[src/rtl/hsw_pkg.sv]
package hsw_pkg;
  typedef enum logic {SW_RELEASED = 1'b0, SW_OPERATED = 1'b1} sw_state_e;
endpackage

[src/rtl/hsw_thresholds.sv]
module hsw_thresholds #(
  parameter int SAMPLE_W = 12,
  parameter int CODE_W   = 6,
  parameter int OP_MIN   = 200,
  parameter int STEP     = 10,
  parameter int HYS      = 50,
  localparam int THR_W   = SAMPLE_W + 1
) (
  input  logic [CODE_W-1:0]       code,
  output logic signed [THR_W-1:0] op_thr,
  output logic signed [THR_W-1:0] rp_thr
);
  logic signed [THR_W-1:0] base_v, step_v, hys_v, code_v;

  always_comb begin
    base_v = THR_W'(OP_MIN);
    step_v = THR_W'(STEP);
    hys_v  = THR_W'(HYS);
    code_v = THR_W'(code);
    op_thr = base_v + code_v * step_v;
    rp_thr = op_thr - hys_v;
  end
endmodule

[src/rtl/hsw_state.sv]
module hsw_state
  import hsw_pkg::*;
#(
  parameter int SAMPLE_W = 12,
  localparam int THR_W   = SAMPLE_W + 1
) (
  input  logic                       clk,
  input  logic                       rst_n,
  input  logic                       take,
  input  logic signed [SAMPLE_W-1:0] sample,
  input  logic signed [THR_W-1:0]    op_thr,
  input  logic signed [THR_W-1:0]    rp_thr,
  output sw_state_e                  state
);
  logic signed [THR_W-1:0] smp_x;
  logic above_op, below_rp;
  sw_state_e state_nx;

  always_comb begin
    smp_x    = THR_W'(sample);
    above_op = smp_x > op_thr;
    below_rp = smp_x < rp_thr;
    state_nx = state;
    if (take) begin
      if (above_op)      state_nx = SW_OPERATED;
      else if (below_rp) state_nx = SW_RELEASED;
    end
  end

  always_ff @(posedge clk or negedge rst_n) begin
    if (!rst_n) state <= SW_RELEASED;
    else        state <= state_nx;
  end

  p_operate_r3: assert property (@(posedge clk) disable iff (!rst_n)
    (take && (THR_W'(sample) > op_thr)) |=> (state == SW_OPERATED));
  p_release_r4: assert property (@(posedge clk) disable iff (!rst_n)
    (take && (THR_W'(sample) < rp_thr)) |=> (state == SW_RELEASED));
  p_band_hold_r5: assert property (@(posedge clk) disable iff (!rst_n)
    (take && (THR_W'(sample) <= op_thr) && (THR_W'(sample) >= rp_thr)) |=> $stable(state));
  p_idle_hold_r6: assert property (@(posedge clk) disable iff (!rst_n)
    !take |=> $stable(state));
  p_north_r8: assert property (@(posedge clk) disable iff (!rst_n)
    (take && sample[SAMPLE_W-1]) |=> (state == SW_RELEASED));
endmodule

[src/rtl/hsw_drive.sv]
module hsw_drive
  import hsw_pkg::*;
#(
  parameter bit INVERT = 1'b1
) (
  input  sw_state_e state,
  output logic      pin
);
  generate
    if (INVERT) begin : g_inv
      assign pin = (state == SW_RELEASED);
    end else begin : g_pass
      assign pin = (state == SW_OPERATED);
    end
  endgenerate
endmodule

[src/rtl/hyst_switch.sv]
module hyst_switch
  import hsw_pkg::*;
#(
  parameter int SAMPLE_W = 12,
  parameter int CODE_W   = 6,
  parameter int OP_MIN   = 200,
  parameter int STEP     = 10,
  parameter int HYS      = 50,
  parameter bit INVERT   = 1'b1,
  localparam int THR_W   = SAMPLE_W + 1
) (
  input  logic                       clk,
  input  logic                       rst_n,
  input  logic                       s_valid,
  output logic                       s_ready,
  input  logic signed [SAMPLE_W-1:0] s_sample,
  input  logic [CODE_W-1:0]          cal_code,
  output logic                       sw_out
);
  logic signed [THR_W-1:0] op_thr, rp_thr;
  sw_state_e state;
  logic take;

  assign s_ready = 1'b1;
  assign take    = s_valid & s_ready;

  hsw_thresholds #(.SAMPLE_W(SAMPLE_W), .CODE_W(CODE_W), .OP_MIN(OP_MIN),
                   .STEP(STEP), .HYS(HYS)) u_thr (
    .code(cal_code), .op_thr(op_thr), .rp_thr(rp_thr));

  hsw_state #(.SAMPLE_W(SAMPLE_W)) u_state (
    .clk(clk), .rst_n(rst_n), .take(take), .sample(s_sample),
    .op_thr(op_thr), .rp_thr(rp_thr), .state(state));

  hsw_drive #(.INVERT(INVERT)) u_drive (.state(state), .pin(sw_out));

  p_ready_r7: assert property (@(posedge clk) disable iff (!rst_n)
    s_valid |-> s_ready);
  p_gap_r2: assert property (@(posedge clk) disable iff (!rst_n)
    (op_thr - rp_thr) == THR_W'(HYS));
  p_pol_r1: assert property (@(posedge clk) disable iff (!rst_n)
    $rose(rst_n) |-> (sw_out == INVERT));
endmodule

[config.mk]
export PLATFORM = sky130hd
export DESIGN_NAME = hyst_switch
export DESIGN_NICKNAME = d
export VERILOG_FILES = /design/src/rtl/hsw_pkg.sv /design/src/rtl/hsw_thresholds.sv /design/src/rtl/hsw_state.sv /design/src/rtl/hsw_drive.sv /design/src/rtl/hyst_switch.sv
export SDC_FILE = /design/constraint.sdc
export NUM_CORES = 1
export LEC_CHECK = 0
export BUFFER_PORTS_ARGS = -buffer_cell sky130_fd_sc_hd__clkbuf_2
export CAP_MARGIN = 20
export CORE_ASPECT_RATIO = 0.8
export CORE_UTILIZATION = 50
export DETAILED_ROUTE_END_ITERATION = 7
export PLACE_DENSITY = 0.72
export SETUP_SLACK_MARGIN = 0.2
export SLEW_MARGIN = 10
export SYNTH_ARGS = -nofsm -noshare
export SYNTH_HDL_FRONTEND = slang
export SYNTH_HIERARCHICAL = 1
export SYNTH_SLANG_ARGS = --single-unit
[constraint.sdc]
create_clock -name clk -period 1.15 [get_ports clk]
set_clock_uncertainty 0.2 [all_clocks]
set_input_delay 0.0575 -clock clk [delete_from_list [all_inputs] [get_ports clk]]
set_output_delay 0.0575 -clock clk [all_outputs]
set_load 0.03 [all_outputs]
==> results of run 1 <==
## metrics by stage
stage / area, um2 / setup slack [ns]
2_1_floorplan: 1410 / -2.28
3_5_place_dp: 1740 / -2.64
3_3_place_gp: 1740 / -2.47
5_1_grt: 1820 / -2.88
6_report: 1820 / -2.73
4_1_cts: 1760 / -2.63
## power groups by stage
stage	combinational [mW]	sequential [mW]	clock, mW
floorplan	1.03	0.0456	0
global placement	1.45	0.0464	0
detailed placement	1.55	0.0467	0
CTS	1.57	0.0476	0
global route	1.79	0.0488	0
finish	1.64	0.0484	0
## critical path, cell delays in order
cell and delay (ns):
buf_6 0.10, ha_4 0.27, ha_4 0.12, inv_2 0.03, fa_1 0.53, nand3b_1 0.24, o211ai_2 0.15, and4_4 0.19
or4_4 0.52, inv_4 0.08, nor3_2 0.04, xor2_1 0.15, inv_1 0.07, ha_1 0.27, nand4_1 0.11, nor2_2 0.14
o221ai_2 0.12, a311o_1 0.33, nand3_1 0.08
## kinds of logic (layout without fill, tap and decap cells)
family | after synthesis | after routing | share of synthesized area (%)
buffers and inverters | 53 | 101 | 17.5
AND/OR/NAND/NOR | 46 | 46 | 18.3
adder cells (fa/ha/maj) | 38 | 38 | 34.6
AO/OA/AOI/OAI | 34 | 34 | 18.6
XOR/XNOR | 12 | 12 | 8.62
other | 2 | 7 | 0.539
flip-flops | 1 | 1 | 1.80
## layout by cell type (no fill, tap or decap), drive strengths merged, types with 2 or more instances in the layout
master  instances
inv            43
buf            38
ha             37
clkbuf         19
nor2           11
a21oi          10
conb            7
nand3           7
nand2           7
xor2            6
xnor2           6
nand4           4
o21ai           4
nor2b           3
a21o            3
nor3            3
or3             3
o211ai          2
a21boi          2
## area by class of cell
cell class / count / area (um2) / share of cell area (%)
Sequential cell: 1 / 25.0 / 1.38
Timing Repair Buffer: 58 / 398 / 21.9
Multi-Input combinational cell: 137 / 1180 / 65.2
Inverter: 43 / 164 / 9.02
Tap cell: 36 / 45.0 / 2.48
## how the worst max path moves through the flow
stage,start,to,cells after the start
after floorplan,cal_code[1],u_state/state,17
after global placement,cal_code[1],u_state/state,18
after detailed placement,cal_code[1],u_state/state,19
after CTS,cal_code[1],u_state/state,19
after global routing,cal_code[1],u_state/state,19
final,cal_code[1],u_state/state,19
## metal layers
metal | share of wire [%] | global-route usage [%] | routed length (um)
met3 | 4.5 | 1.59 | 156
met1 | 45 | 31.0 | 1560
met4 | 0.55 | 4.17 | 19
met5 | 0 | 0 | 0
met2 | 50 | 40.0 | 1750
## what timing repair did
item,in CTS,in global routing
setup buffers,0,2
endpoints found under the setup margin,1,1
hold endpoints to repair,1,0
pin swaps,2,10
resized for setup,3,12
hold buffers,1,0
==> summary.txt, run 1 <==
Clock share of power = 0%
Vias per cell = 5.21
Chip height = 49.2 um
Antenna violations before repair = 0
Clock transition at path regs = 0 ns
P_leak = 0.988 nW
Layout Cells excl Fill = 275
Gpl congestion = 0.886
Max Freq = 258 MHz
Filler cell count = 207
Total number of vias = 1433
Psw = 851 uW
Status = complete, but fails checks
Largest area contributor in the netlist = ha_1
Most common cell in the netlist = inv_1
Comb pwr share = 97.1%
Reg with most FFs = u_state/state
Area delta synth->final = 30.3%
Final period util = 337%
Layout net count = 300
Setup_tns = -2.73 ns
Skew-Pair Late Insertion Delay = 0 ns
Area of the mapped netlist = 1390 um2
Final ANT Viol Nets = 0
VDD IR max = 0.400 mV
Largest fanout on the critical path = 4
Critical setup path kind = in -> reg
Final Routed Wirelength = 3490 um
Iteration-0 DRC count of the detailed router = 68
Final hold viol count = 0
Worst reg2reg path endpoint = u_state/state
PortBufs = 21
Min Clock Period, post-route = 3.88 ns
Setup slack after layout = -2.73 ns
Startpoint types = input port
First-pass GRT wire length = 5520 um
Worst r2r path cells = 4
FFs w/ async S/R, synth = 100%
Detailed Place HPWL = 2940 um
Cell Rows = 16
Worst EP required = 0.88 ns
Pwr per Cell Area = 928 nW/um2
Pint = 835 uW
Number of synthesized flops with an enable pin = 0
Reg2Reg Launch Point = u_state/state
Slew Limit Fails = 0
CP Data Arrival Time = 3.61 ns
Syn Inst Count = 186
Worst reg2reg setup slack = 0.04 ns
Most frequent cells after synthesis = 42 x inv_1, 37 x ha_1, 11 x nor2_1
Inst Count DP = 272
Maximum Capacitance Violations = 0
Top flop regs = u_state/state x1
Residual DRC count = 0
Drt pass-1 iters = 4
Endpoints failing setup = 1
YS warnings = 6
Worst hold path class = in -> async
Crit end category = flop
WL/cell = 12.7 um
I/O pin count = 23
Failing checks = setup timing
Die area = 3000 um2
Post-synth top area share = 33.2%
Largest net degree at the start of global routing = 7
Initial core utilization = 54.8%
Final core occ = 71.5%
Post-synth top flop = dfrtp_1
Hold WS = 0.198 ns
Switching portion of total power = 50.5%
Total GRT Usage = 23.1%
Yosys cell types = 52
Max reg flops = 1
DIE WIDTH = 61.0 um
Sequential cell area fraction in the yosys report = 1.80%
Unrepaired setup endpoints after global routing = yes
Remaining Overflow, GRT = 0
Vias in the first global route = 1343
Layout cells sized above 1 = 33.1%
Seq cells post-synth = 1
Area contributors post-synth = ha_1 33%, inv_1 11%, buf_4 4.8%
Mean Syn Cell Area = 7.49 um2
Diodes inserted = 0
Core ar. = 2540 um2
Tot Pwr = 1.69 mW
Sequential group share of total power = 2.9%
(Power assumes the default switching activity.)
==> run 2, diff against run 1 <==
--- a/config.mk
+++ b/config.mk
@@ -10,10 +10,9 @@
 export CORE_ASPECT_RATIO = 0.8
 export CORE_UTILIZATION = 50
 export DETAILED_ROUTE_END_ITERATION = 7
-export PLACE_DENSITY = 0.72
+export PLACE_DENSITY = 0.74
 export SETUP_SLACK_MARGIN = 0.2
 export SLEW_MARGIN = 10
 export SYNTH_ARGS = -nofsm -noshare
 export SYNTH_HDL_FRONTEND = slang
-export SYNTH_HIERARCHICAL = 1
 export SYNTH_SLANG_ARGS = --single-unit
==> run 2 against run 1 <==
Net effect:
- the flow still finishes with violations (setup timing)
- design area decreased by 4.4%
- sequential power increased by 14%
- register-to-register slack improved by 0.27 ns
- cell count decreased by 20%
- synthesized area decreased by 22%
- via count decreased by 17%
- flip-flop and latch count unchanged
- critical path depth decreased by 1
- critical path type unchanged
- largest cell class unchanged
- largest power group unchanged
==> summary.txt, run 2 <==
Final core occ = 88.5%
Max Freq = 300 MHz
CP Data Arrival Time = 3.00 ns
Sequential group share of total power = 3.0%
Met1 usage = 38.0%
Total number of vias = 1185
Largest fanout on the critical path = 3
Area contributors post-synth = ha_1 38%, xnor2_1 6.4%, inv_1 6.2%
Reg with most FFs = u_state.state
Largest area contributor in the netlist = ha_1
Layout cells sized above 1 = 46.2%
Critical setup path kind = in -> reg
Residual DRC count = 0
Drt pass-1 iters = 4
Most frequent cells after synthesis = 33 x ha_1, 18 x inv_1, 11 x o21ai_0
Placed instance area = 1610 um2
Most common cell after layout, fill and taps aside = buf_4
Clock share of power = 0%
Pint = 955 uW
Remaining Overflow, GRT = 0
Vias per cell = 5.36
Yosys cell types = 39
Total GRT Usage = 28.0%
Diodes inserted = 0
Startpoint types = input port
Number of synthesized flops with an enable pin = 0
Largest net degree at the start of global routing = 7
VDD IR max = 0.890 mV
Tot Pwr = 1.85 mW
Psw = 900 uW
Post-synth top area share = 37.9%
Core ar. = 1960 um2
WL/cell = 14.3 um
I/O pin count = 23
Skew-Pair Late Insertion Delay = 0 ns
Slew Limit Fails = 0
Maximum Capacitance Violations = 0
Iteration-0 DRC count of the detailed router = 14
Status = complete, but fails checks
Unrepaired setup endpoints after global routing = yes
Area of the multi-input gates = 1170 um2
Top flop regs = u_state.state x1
Mean Syn Cell Area = 8.18 um2
Max reg flops = 1
Failing checks = setup timing
Comb pwr share = 97.0%
Design area = 1740 um2
Most frequent cells in the layout = 41 x buf_4, 30 x ha_1, 19 x clkbuf_2
Hold WS = 0.159 ns
Die area = 2370 um2
YS warnings = 0
PortBufs = 21
Chip height = 43.7 um
Met3 GRT Util = 1.40%
Antenna violations before repair = 0
Layer with the highest usage = met2
P_leak = 0.874 nW
Worst EP required = 0.82 ns
Setup slack after layout = -2.18 ns
Crit end category = flop
Most common cell in the netlist = ha_1
Gpl congestion = 0.801
Worst hold path class = in -> reg
Detailed Place HPWL = 2470 um
Area of the mapped netlist = 1090 um2
Clock transition at path regs = 0 ns
Final hold viol count = 0
Layout net count = 254
Final Routed Wirelength = 3160 um
Final ANT Viol Nets = 0
Sequential cell area fraction in the yosys report = 2.30%
First-pass GRT wire length = 5020 um
Pwr per Cell Area = 1070 nW/um2
Initial core utilization = 55.5%
Area delta synth->final = 59.5%
FFs w/ async S/R, synth = 100%
Switching portion of total power = 48.5%
Endpoints failing setup = 1
Sequential Area = 25.0 um2
DP Worst Slack = -2.16 ns
Min Clock Period, post-route = 3.33 ns
DIE WIDTH = 54.2 um
Cell Rows = 14
Filler cell count = 88
Met2 usage = 49.3%
Seq cells post-synth = 1
Syn Inst Count = 133
Vias in the first global route = 1209
Post-synth top flop = dfrtp_1
Final period util = 290%
==> run 2: cell types whose count changed after synthesis, moves of 4 or more <==
cell and change:
buf_4 -8, ha_1 -4, inv_1 -24, nor2_1 -5
o21ai_0 +8
==> run 2: area by class of cell <==
cell class | count | share of cell area [%]
flip-flops and latches | 1 | 1.44
multi-input cells | 115 | 67.7
well taps | 24 | 1.73
inverters | 18 | 3.89
repair buffers | 63 | 25.3
==> run 2: kinds of logic (layout without fill, tap and decap cells) <==
kind of cell	count (synthesis)	in the layout	share of synthesized area (%)
buffers and inverters	19	81	6.90
other	1	3	0.344
flip-flops	1	1	2.30
AND/OR/NAND/NOR	28	28	14.6
AO/OA/AOI/OAI	35	35	22.1
adder cells (fa/ha/maj)	34	34	39.8
XOR/XNOR	15	15	14.0
==> run 2: path summary, 6_finish.rpt <==
| kind | startpoint | end | slack, ns | cells after the start |
|---|---|---|---|---|
| max | cal_code[3] | u_state.state | -2.18 | 18 |
| min | s_valid | u_state.state | 0.16 | 3 |
| max reg2reg | u_state.state | u_state.state | 0.31 | 2 |
| min reg2reg | u_state.state | u_state.state | 0.36 | 2 |
| max in group asynchronous | rst_n | u_state.state | 0.49 | 2 |
| min in group asynchronous | rst_n | u_state.state | 0.17 | 2 |
==> run 2: through the flow <==
step | TNS (ns) | instances
2_1_floorplan | -1.88 | 135
3_3_place_gp | -2.12 | 218
3_5_place_dp | -2.16 | 218
4_1_cts | -2.13 | 219
5_1_grt | -2.32 | 221
6_report | -2.18 | 221
==> run 2: timing repair <==
action	in CTS	in global routing
gates resized for setup	1	18
buffers inserted	0	2
pin swaps	2	4
endpoints found under the hold margin	1	0
endpoints found under the setup margin	1	1
hold buffers	1	0
==> run 2: critical path, stage by stage <==
cell,delay (ns)
buf_8,0.10
ha_4,0.26
ha_4,0.13
inv_2,0.04
fa_2,0.55
inv_2,0.06
a21o_4,0.23
o21ba_2,0.26
nor3_1,0.07
or2_4,0.24
xor2_1,0.16
ha_1,0.29
o21ai_2,0.12
nand2b_1,0.08
a21oi_2,0.12
o21ai_1,0.08
nand2_1,0.07
o22ai_1,0.08
==> run 2: power groups by stage <==
| stage | registers (mW) | clock network [mW] | logic [mW] |
|---|---|---|---|
| global placement | 0.0535 | 0 | 1.47 |
| detailed placement | 0.0552 | 0 | 1.53 |
| floorplan | 0.0525 | 0 | 0.954 |
| global route | 0.0574 | 0 | 1.96 |
| CTS | 0.0553 | 0 | 1.55 |
| finish | 0.0550 | 0 | 1.80 |
==> run 2: per-layer routing <==
metal  part of all wire, %  vias up
met1                    50      556
met5                     0        -
li1                      -      604
met4                  0.98        0
met3                   1.5        4
met2                    48       21
